--- src/rtl/dwf_pkg.sv ---
package dwf_pkg;

  // Status vector layout: error flags on top, level flags below, ready flags low.
  localparam int ST_W       = 12;
  localparam int ST_TX_OVF  = 11;
  localparam int ST_TX_UDF  = 10;
  localparam int ST_RX_OVF  = 9;
  localparam int ST_RX_UDF  = 8;
  localparam int ST_TX_FULL = 7;
  localparam int ST_TX_EMPT = 6;
  localparam int ST_RX_FULL = 5;
  localparam int ST_RX_EMPT = 4;
  localparam int ST_TX_RDY  = 3;
  localparam int ST_RX_RDY  = 2;

  typedef enum logic { SIDE_FILL = 1'b0, SIDE_DRAIN = 1'b1 } ready_side_e;

  // Number of free slots in a queue of the given depth.
  function automatic int unsigned slots_free(input int unsigned depth,
                                             input int unsigned level);
    return (level >= depth) ? 0 : depth - level;
  endfunction

  // A quantity beats its threshold only when strictly above it.
  function automatic logic beats_thr(input int unsigned amount,
                                     input int unsigned thr);
    return amount > thr;
  endfunction

  // Next pointer with wrap for any depth.
  function automatic int unsigned ptr_next(input int unsigned p,
                                           input int unsigned depth);
    return (p + 1 >= depth) ? 0 : p + 1;
  endfunction

endpackage

--- src/rtl/dwf_slot_fifo.sv ---
module dwf_slot_fifo #(
  parameter int DEPTH = 8,
  parameter int WIDTH = 32
) (
  input  logic                         clk,
  input  logic                         rst_n,
  input  logic                         clear,
  input  logic                         push,
  input  logic [WIDTH-1:0]             din,
  input  logic                         pop,
  output logic [WIDTH-1:0]             dout,
  output logic [$clog2(DEPTH+1)-1:0]   level,
  output logic                         ovf,
  output logic                         udf
);
  import dwf_pkg::*;

  localparam int AW = (DEPTH > 1) ? $clog2(DEPTH) : 1;
  localparam int CW = $clog2(DEPTH+1);

  logic [WIDTH-1:0] slot_q [DEPTH];
  logic [AW-1:0]    head_q, tail_q;
  logic [CW-1:0]    level_q;

  logic is_empty, is_full;
  logic pop_ok, push_ok, ovf_evt, udf_evt;

  assign is_empty = (level_q == '0);
  assign is_full  = (level_q == CW'(DEPTH));
  assign pop_ok   = pop && !is_empty && !clear;
  assign push_ok  = push && (!is_full || pop_ok) && !clear;
  assign ovf_evt  = push && !clear && is_full && !pop_ok;
  assign udf_evt  = pop && !clear && is_empty;

  // One register per slot, written only when the tail points at it.
  for (genvar i = 0; i < DEPTH; i++) begin : g_slot
    always_ff @(posedge clk) begin
      if (push_ok && (tail_q == AW'(i))) slot_q[i] <= din;
    end
  end

  always_ff @(posedge clk or negedge rst_n) begin
    if (!rst_n) begin
      head_q  <= '0;
      tail_q  <= '0;
      level_q <= '0;
    end else if (clear) begin
      head_q  <= '0;
      tail_q  <= '0;
      level_q <= '0;
    end else begin
      if (pop_ok)  head_q <= AW'(ptr_next(32'(head_q), DEPTH));
      if (push_ok) tail_q <= AW'(ptr_next(32'(tail_q), DEPTH));
      case ({push_ok, pop_ok})
        2'b10:   level_q <= level_q + 1'b1;
        2'b01:   level_q <= level_q - 1'b1;
        default: level_q <= level_q;
      endcase
    end
  end

  always_ff @(posedge clk or negedge rst_n) begin
    if (!rst_n) begin
      ovf <= 1'b0;
      udf <= 1'b0;
    end else if (clear) begin
      ovf <= 1'b0;
      udf <= 1'b0;
    end else begin
      ovf <= ovf | ovf_evt;
      udf <= udf | udf_evt;
    end
  end

  assign dout  = is_empty ? '0 : slot_q[head_q];
  assign level = level_q;

  AST_LEVEL_BOUND: assert property (@(posedge clk) disable iff (!rst_n)
    level_q <= CW'(DEPTH));
  AST_OVF_STICKY: assert property (@(posedge clk) disable iff (!rst_n)
    ovf && !clear |=> ovf);
  AST_UDF_STICKY: assert property (@(posedge clk) disable iff (!rst_n)
    udf && !clear |=> udf);
  AST_DROP_HOLDS: assert property (@(posedge clk) disable iff (!rst_n)
    push && !pop && !clear && is_full |=> level_q == CW'(DEPTH) && ovf);
  AST_EMPTY_POP_ZERO: assert property (@(posedge clk) disable iff (!rst_n)
    pop && is_empty |-> dout == '0);
  AST_EMPTY_POP_STAYS: assert property (@(posedge clk) disable iff (!rst_n)
    pop && !push && is_empty && !clear |=> level_q == '0 && udf);

endmodule

--- src/rtl/dwf_level_flags.sv ---
module dwf_level_flags #(
  parameter int                   DEPTH = 8,
  parameter dwf_pkg::ready_side_e SIDE  = dwf_pkg::SIDE_FILL
) (
  input  logic [$clog2(DEPTH+1)-1:0] level,
  input  logic [$clog2(DEPTH)-1:0]   thr,
  output logic                       full,
  output logic                       empty,
  output logic                       ready
);
  import dwf_pkg::*;

  localparam int CW = $clog2(DEPTH+1);

  assign full  = (level == CW'(DEPTH));
  assign empty = (level == '0);

  // The transmit side counts free slots; the receive side counts held words.
  if (SIDE == SIDE_FILL) begin : g_free
    assign ready = beats_thr(slots_free(DEPTH, 32'(level)), 32'(thr));
  end else begin : g_held
    assign ready = beats_thr(32'(level), 32'(thr));
  end

endmodule

--- src/rtl/dwf_flush_seq.sv ---
module dwf_flush_seq #(
  parameter int FLUSH_LAT = 3
) (
  input  logic clk,
  input  logic rst_n,
  input  logic req,
  output logic start,
  output logic busy
);
  localparam int FCW = $clog2(FLUSH_LAT+1);

  logic [FCW-1:0] left_q;

  assign busy  = (left_q != '0);
  assign start = req && !busy;

  always_ff @(posedge clk or negedge rst_n) begin
    if (!rst_n)        left_q <= '0;
    else if (start)    left_q <= FCW'(FLUSH_LAT);
    else if (busy)     left_q <= left_q - 1'b1;
  end

  AST_BUSY_AFTER_START: assert property (@(posedge clk) disable iff (!rst_n)
    start |=> busy);
  AST_NO_RESTART: assert property (@(posedge clk) disable iff (!rst_n)
    busy |-> !start);

endmodule

--- src/rtl/dwf_fifo_pair.sv ---
module dwf_fifo_pair #(
  parameter int DEPTH     = 8,
  parameter int WIDTH     = 32,
  parameter int FLUSH_LAT = 3,
  localparam int THR_W    = $clog2(DEPTH),
  localparam int CW       = $clog2(DEPTH+1)
) (
  input  logic             clk,
  input  logic             rst_n,
  input  logic [THR_W-1:0] tx_thr,
  input  logic [THR_W-1:0] rx_thr,
  input  logic             flush_req,
  output logic             flush_busy,
  input  logic             host_push,
  input  logic [WIDTH-1:0] host_wdata,
  input  logic             host_pop,
  output logic [WIDTH-1:0] host_rdata,
  input  logic             eng_pop,
  output logic [WIDTH-1:0] eng_tdata,
  input  logic             eng_push,
  input  logic [WIDTH-1:0] eng_rdata,
  output logic [11:0]      status
);
  import dwf_pkg::*;

  logic          flush_start;
  logic          tx_push_g, tx_pop_g, rx_push_g, rx_pop_g;
  logic [CW-1:0] tx_level, rx_level;
  logic          tx_ovf, tx_udf, rx_ovf, rx_udf;
  logic          tx_full, tx_empty, tx_ready;
  logic          rx_full, rx_empty, rx_ready;

  dwf_flush_seq #(.FLUSH_LAT(FLUSH_LAT)) u_flush (
    .clk   (clk),
    .rst_n (rst_n),
    .req   (flush_req),
    .start (flush_start),
    .busy  (flush_busy)
  );

  // Traffic is frozen while a flush is in progress.
  assign tx_push_g = host_push & ~flush_busy;
  assign tx_pop_g  = eng_pop   & ~flush_busy;
  assign rx_push_g = eng_push  & ~flush_busy;
  assign rx_pop_g  = host_pop  & ~flush_busy;

  dwf_slot_fifo #(.DEPTH(DEPTH), .WIDTH(WIDTH)) u_tx_fifo (
    .clk   (clk),
    .rst_n (rst_n),
    .clear (flush_start),
    .push  (tx_push_g),
    .din   (host_wdata),
    .pop   (tx_pop_g),
    .dout  (eng_tdata),
    .level (tx_level),
    .ovf   (tx_ovf),
    .udf   (tx_udf)
  );

  dwf_slot_fifo #(.DEPTH(DEPTH), .WIDTH(WIDTH)) u_rx_fifo (
    .clk   (clk),
    .rst_n (rst_n),
    .clear (flush_start),
    .push  (rx_push_g),
    .din   (eng_rdata),
    .pop   (rx_pop_g),
    .dout  (host_rdata),
    .level (rx_level),
    .ovf   (rx_ovf),
    .udf   (rx_udf)
  );

  dwf_level_flags #(.DEPTH(DEPTH), .SIDE(SIDE_FILL)) u_tx_flags (
    .level (tx_level),
    .thr   (tx_thr),
    .full  (tx_full),
    .empty (tx_empty),
    .ready (tx_ready)
  );

  dwf_level_flags #(.DEPTH(DEPTH), .SIDE(SIDE_DRAIN)) u_rx_flags (
    .level (rx_level),
    .thr   (rx_thr),
    .full  (rx_full),
    .empty (rx_empty),
    .ready (rx_ready)
  );

  always_comb begin
    status             = '0;
    status[ST_TX_OVF]  = tx_ovf;
    status[ST_TX_UDF]  = tx_udf;
    status[ST_RX_OVF]  = rx_ovf;
    status[ST_RX_UDF]  = rx_udf;
    status[ST_TX_FULL] = tx_full;
    status[ST_TX_EMPT] = tx_empty;
    status[ST_RX_FULL] = rx_full;
    status[ST_RX_EMPT] = rx_empty;
    status[ST_TX_RDY]  = tx_ready;
    status[ST_RX_RDY]  = rx_ready;
  end

  AST_FLUSH_EMPTIES: assert property (@(posedge clk) disable iff (!rst_n)
    flush_start |=> tx_empty && rx_empty && !tx_ovf && !tx_udf && !rx_ovf && !rx_udf);
  AST_BUSY_FREEZE_TX: assert property (@(posedge clk) disable iff (!rst_n)
    flush_busy |=> $stable(tx_level));
  AST_BUSY_FREEZE_RX: assert property (@(posedge clk) disable iff (!rst_n)
    flush_busy |=> $stable(rx_level));
  AST_FULL_EMPTY_EXCL: assert property (@(posedge clk) disable iff (!rst_n)
    !(tx_full && tx_empty) && !(rx_full && rx_empty));

endmodule

--- config.mk ---
export PLATFORM = sky130hd
export DESIGN_NAME = dwf_fifo_pair
export DESIGN_NICKNAME = d
export VERILOG_FILES = /design/src/rtl/dwf_pkg.sv /design/src/rtl/dwf_slot_fifo.sv /design/src/rtl/dwf_level_flags.sv /design/src/rtl/dwf_flush_seq.sv /design/src/rtl/dwf_fifo_pair.sv
export SDC_FILE = /design/constraint.sdc
export NUM_CORES = 1
export LEC_CHECK = 0
export BUFFER_PORTS_ARGS = -buffer_cell sky130_fd_sc_hd__buf_2
export CELL_PAD_IN_SITES_DETAIL_PLACEMENT = 1
export CELL_PAD_IN_SITES_GLOBAL_PLACEMENT = 2
export CORE_UTILIZATION = 39
export CTS_BUF_LIST = sky130_fd_sc_hd__clkbuf_4 sky130_fd_sc_hd__clkbuf_8
export DETAILED_ROUTE_END_ITERATION = 6
export PLACE_DENSITY_LB_ADDON = 0.05
export SYNTH_ARGS = -nofsm -noshare
export SYNTH_HDL_FRONTEND = slang
export SYNTH_SLANG_ARGS = --single-unit
export TNS_END_PERCENT = 20
--- constraint.sdc ---
create_clock -name clk -period 2.6 [get_ports clk]
set_input_delay 0.65 -clock clk [delete_from_list [all_inputs] [get_ports clk]]
set_output_delay 0.65 -clock clk [all_outputs]
set_load 0.03 [all_outputs]
==> impl_metrics.toml <==
[detailed_routing]
drtAntennaViolNets = 0
drc = 0
wl_mm = 50.7
drt_iter0_drc = 423
post_drt_via_cell_ratio = 5.14
routedWlPerCell_um = 23.8
detail_route.first_pass.iterations = 4
num_vias = 10968

[timing]
worst_pin_slew_ns = 0.684
setup_tns_ns = -28.63
max_freq_ghz = 0.309
worst_hold_slack_ns = 0.242
setup_ws_ns = -0.638
setup_violations = 70
slew_headroom = 0.544
finalHoldViolCount = 0
slew_viol_final = 0
layout_worst_path_cycle_share = 1.25
skew_ns = 0.0228
finalCriticalPeriod_ns = 3.24
rsz0062_at_grt = "true"

[yosys]
synthArstFlopShare = 0.0483
ys_top_cells_by_area = "edfxtp_1 (71%), mux4_2 (13%), mux2i_1 (3.3%), dfrtp_1 (3.0%), ha_1 (1.5%)"
synthFlopType = "edfxtp_1"
synth_area_sq_um = 21600
syn_area_per_cell_sq_um = 20.3
synth_top_cell_by_area = "edfxtp_1"
synth_enable_flop_cells = 512
yosys.area.top_type_share = 0.713
synthDistinctLibCells = 50
ys_seq_area_frac = 0.744
synth_warnings = 0
synthCells = 1062
ys_ff_latch = 538

[min_path]
whs_endpoint = "u_rx_fifo.slot_q[5][0]"
holdPathStages = 1
hold_start = "eng_rdata[0]"
hold_class = "in -> reg"

[critical_path]
crit_top_cell = "buf_6"
slowest_delay_ns = 0.39
slowest_stage = "dfrtp_1"
r2r_cells = 13
rrSetupSlack_ns = 0.06
required_ns = 1.95
path_class = "reg -> out"
path_max_fanout = 2
start_kind = "flip-flop"
path_buf_inv = 2
end_kind = "output pin"
cpLargestDelayFamily = "compound AO/OA/AOI/OAI gates"
cp-startpoint = "u_tx_fifo.level[1]"
cp.arrival_ns = 2.59
reg2reg_from = "u_tx_fifo.level[0]"
regToRegEndpoint = "u_tx_fifo.level[3]"
crit_chain = "buf_6, o41ai_4, and2_4, ha_4, a21o_1, a21oi_2, a31oi_1, or2_1, buf_6"

[layout]
register_area_sq_um = 16000
final_cell_mix = "edfxtp_1 (512), mux4_2 (128), buf_4 (103), clkbuf_8 (93), buf_2 (85)"
n_fill_cell = 4999
multi_input_area_sq_um = 5250
final_common_cell = "edfxtp_1"
area_growth_pct = 23.9
layout-drive-gt1-share = 0.420
finalNetCount = 1462

[power_and_ir_drop]
leakage_nw = 9.06
peakVddDrop_mv = 0.466
power_density_nw_per_um2 = 994

[run_status]
violations = "negative setup slack"
status = "finished with violations"

[die]
io_pins = 154
initial_core_util = 0.397
rows = 85
die_h_um = 237
dieWidth_um = 237
core_sq_um = 54200
dieArea_sq_um = 56200

[global_routing]
grt_pass1_wl_mm = 75.7
antenna_found_initial = 8
grt_pass1_vias = 12007
grt_max_degree = 37
grt_usage = 0.183
grt_overflow = 0

[cts]
cts_tree = "yes"
h-tree-depth = 3
worstSkewPairLatency_ns = 0.68
clock_sinks = 538
root_buffer = "clkbuf_8"
cts_buffers = 93
clockBufferDepth = 3
clk_pin_slew_ns = 0.06

[flow_run]
drv_cap = 0

[place]
hpwl_mm = 29.1
portBuffers = 151
routabilityCongestion = 0.698
-- flip-flops by register name, indices dropped and copies added (netlist names) --
register          flops
u_tx_fifo.udf         1
u_rx_fifo.slot_q    256
u_rx_fifo.tail_q      3
u_tx_fifo.level       4
u_rx_fifo.level       4
u_tx_fifo.head_q      3
u_tx_fifo.ovf         1
u_flush.left_q        2
u_rx_fifo.ovf         1
u_tx_fifo.tail_q      3
u_tx_fifo.slot_q    256
u_rx_fifo.head_q      3
u_rx_fifo.udf         1
-- per-stage QoR --
step	utilization	cell area (sq um)	setup slack (ns)	std cells	power, mW
global placement	0.442	24000	-0.0582	1928	17.8
detailed placement	0.442	24000	-0.0850	1928	17.9
global route	0.492	26700	-0.780	2131	27.8
finish	0.492	26700	-0.638	2132	26.5
floorplan	-	21600	-0.0831	1063	15.3
CTS	0.487	26400	-0.755	2120	26.6
-- report_power, final --
| part | switching [mW] | leakage, nW | total [mW] | internal [mW] |
|---|---|---|---|---|
| logic | 4.70 | 3.18 | 9.05 | 4.35 |
| clock network | 3.41 | 0.944 | 7.31 | 3.90 |
| registers | 0.338 | 4.93 | 10.2 | 9.84 |
-- worst max path at each step --
stage	end	depth (start not counted)
after floorplan	status[3]	11
after global placement	status[3]	10
after detailed placement	status[3]	10
after CTS	status[3]	9
after global routing	status[3]	9
final	status[3]	9
-- cell usage after synthesis (all sizes together) (3+ instances only) --
| master | count |
|---|---|
| a21o | 3 |
| a21oi | 7 |
| a31oi | 10 |
| a32o | 4 |
| and2 | 7 |
| and3 | 12 |
| buf | 51 |
| clkbuf | 15 |
| dfrtp | 26 |
| edfxtp | 512 |
| ha | 26 |
| inv | 24 |
| mux2i | 70 |
| mux4 | 128 |
| nand2 | 14 |
| nand2b | 4 |
| nand3 | 7 |
| nor2 | 85 |
| nor2b | 6 |
| o21ai | 14 |
| o22ai | 3 |
| o31ai | 3 |
| o41ai | 3 |
| xnor2 | 6 |
-- cell families (layout without fill, tap and decap cells) --
logic type | after synthesis | in the layout | synth area share
adders and majority gates | 26 | 26 | 0.0151
and+or+nand+nor | 145 | 145 | 0.0328
DFF | 538 | 538 | 0.744
muxes | 200 | 200 | 0.167
other | 1 | 3 | 0.000174
xor gates and xnor gates | 6 | 6 | 0.00244
buffers and inverters | 90 | 462 | 0.0204
AOI/OAI and AO/OA | 56 | 56 | 0.0182
-- metal layers --
metal / global-route usage / share of wire / vias up / routed length, um
li1: - / - / 4917 / -
met1: 0.232 / 0.42 / 5757 / 21300
met2: 0.312 / 0.51 / 197 / 26100
met3: 0.0467 / 0.046 / 85 / 2340
met4: 0.0536 / 0.018 / 12 / 899
met5: 0 / 0.0017 / - / 84
-- cell type report --
| class | instances | share of cell area |
|---|---|---|
| clock inverters | 41 | 0.00825 |
| inverters | 24 | 0.00366 |
| clock buffers | 130 | 0.0583 |
| diodes | 1 | 0.0000937 |
| flip-flops and latches | 538 | 0.601 |
| multi-input cells | 435 | 0.197 |
| well taps | 696 | 0.0326 |
| repair buffers | 267 | 0.0995 |
-- what timing repair did --
action | in CTS | in global routing
cloned | 7 | 4
hold buffers | 1 | 0
endpoints found under the hold margin | 26 | 0
setup endpoints to repair | 71 | 72
pin swaps | 9 | 9
setup buffers | 13 | 8
resized for setup | 108 | 29
No activity file was read; power rests on OpenSTA's default activity.
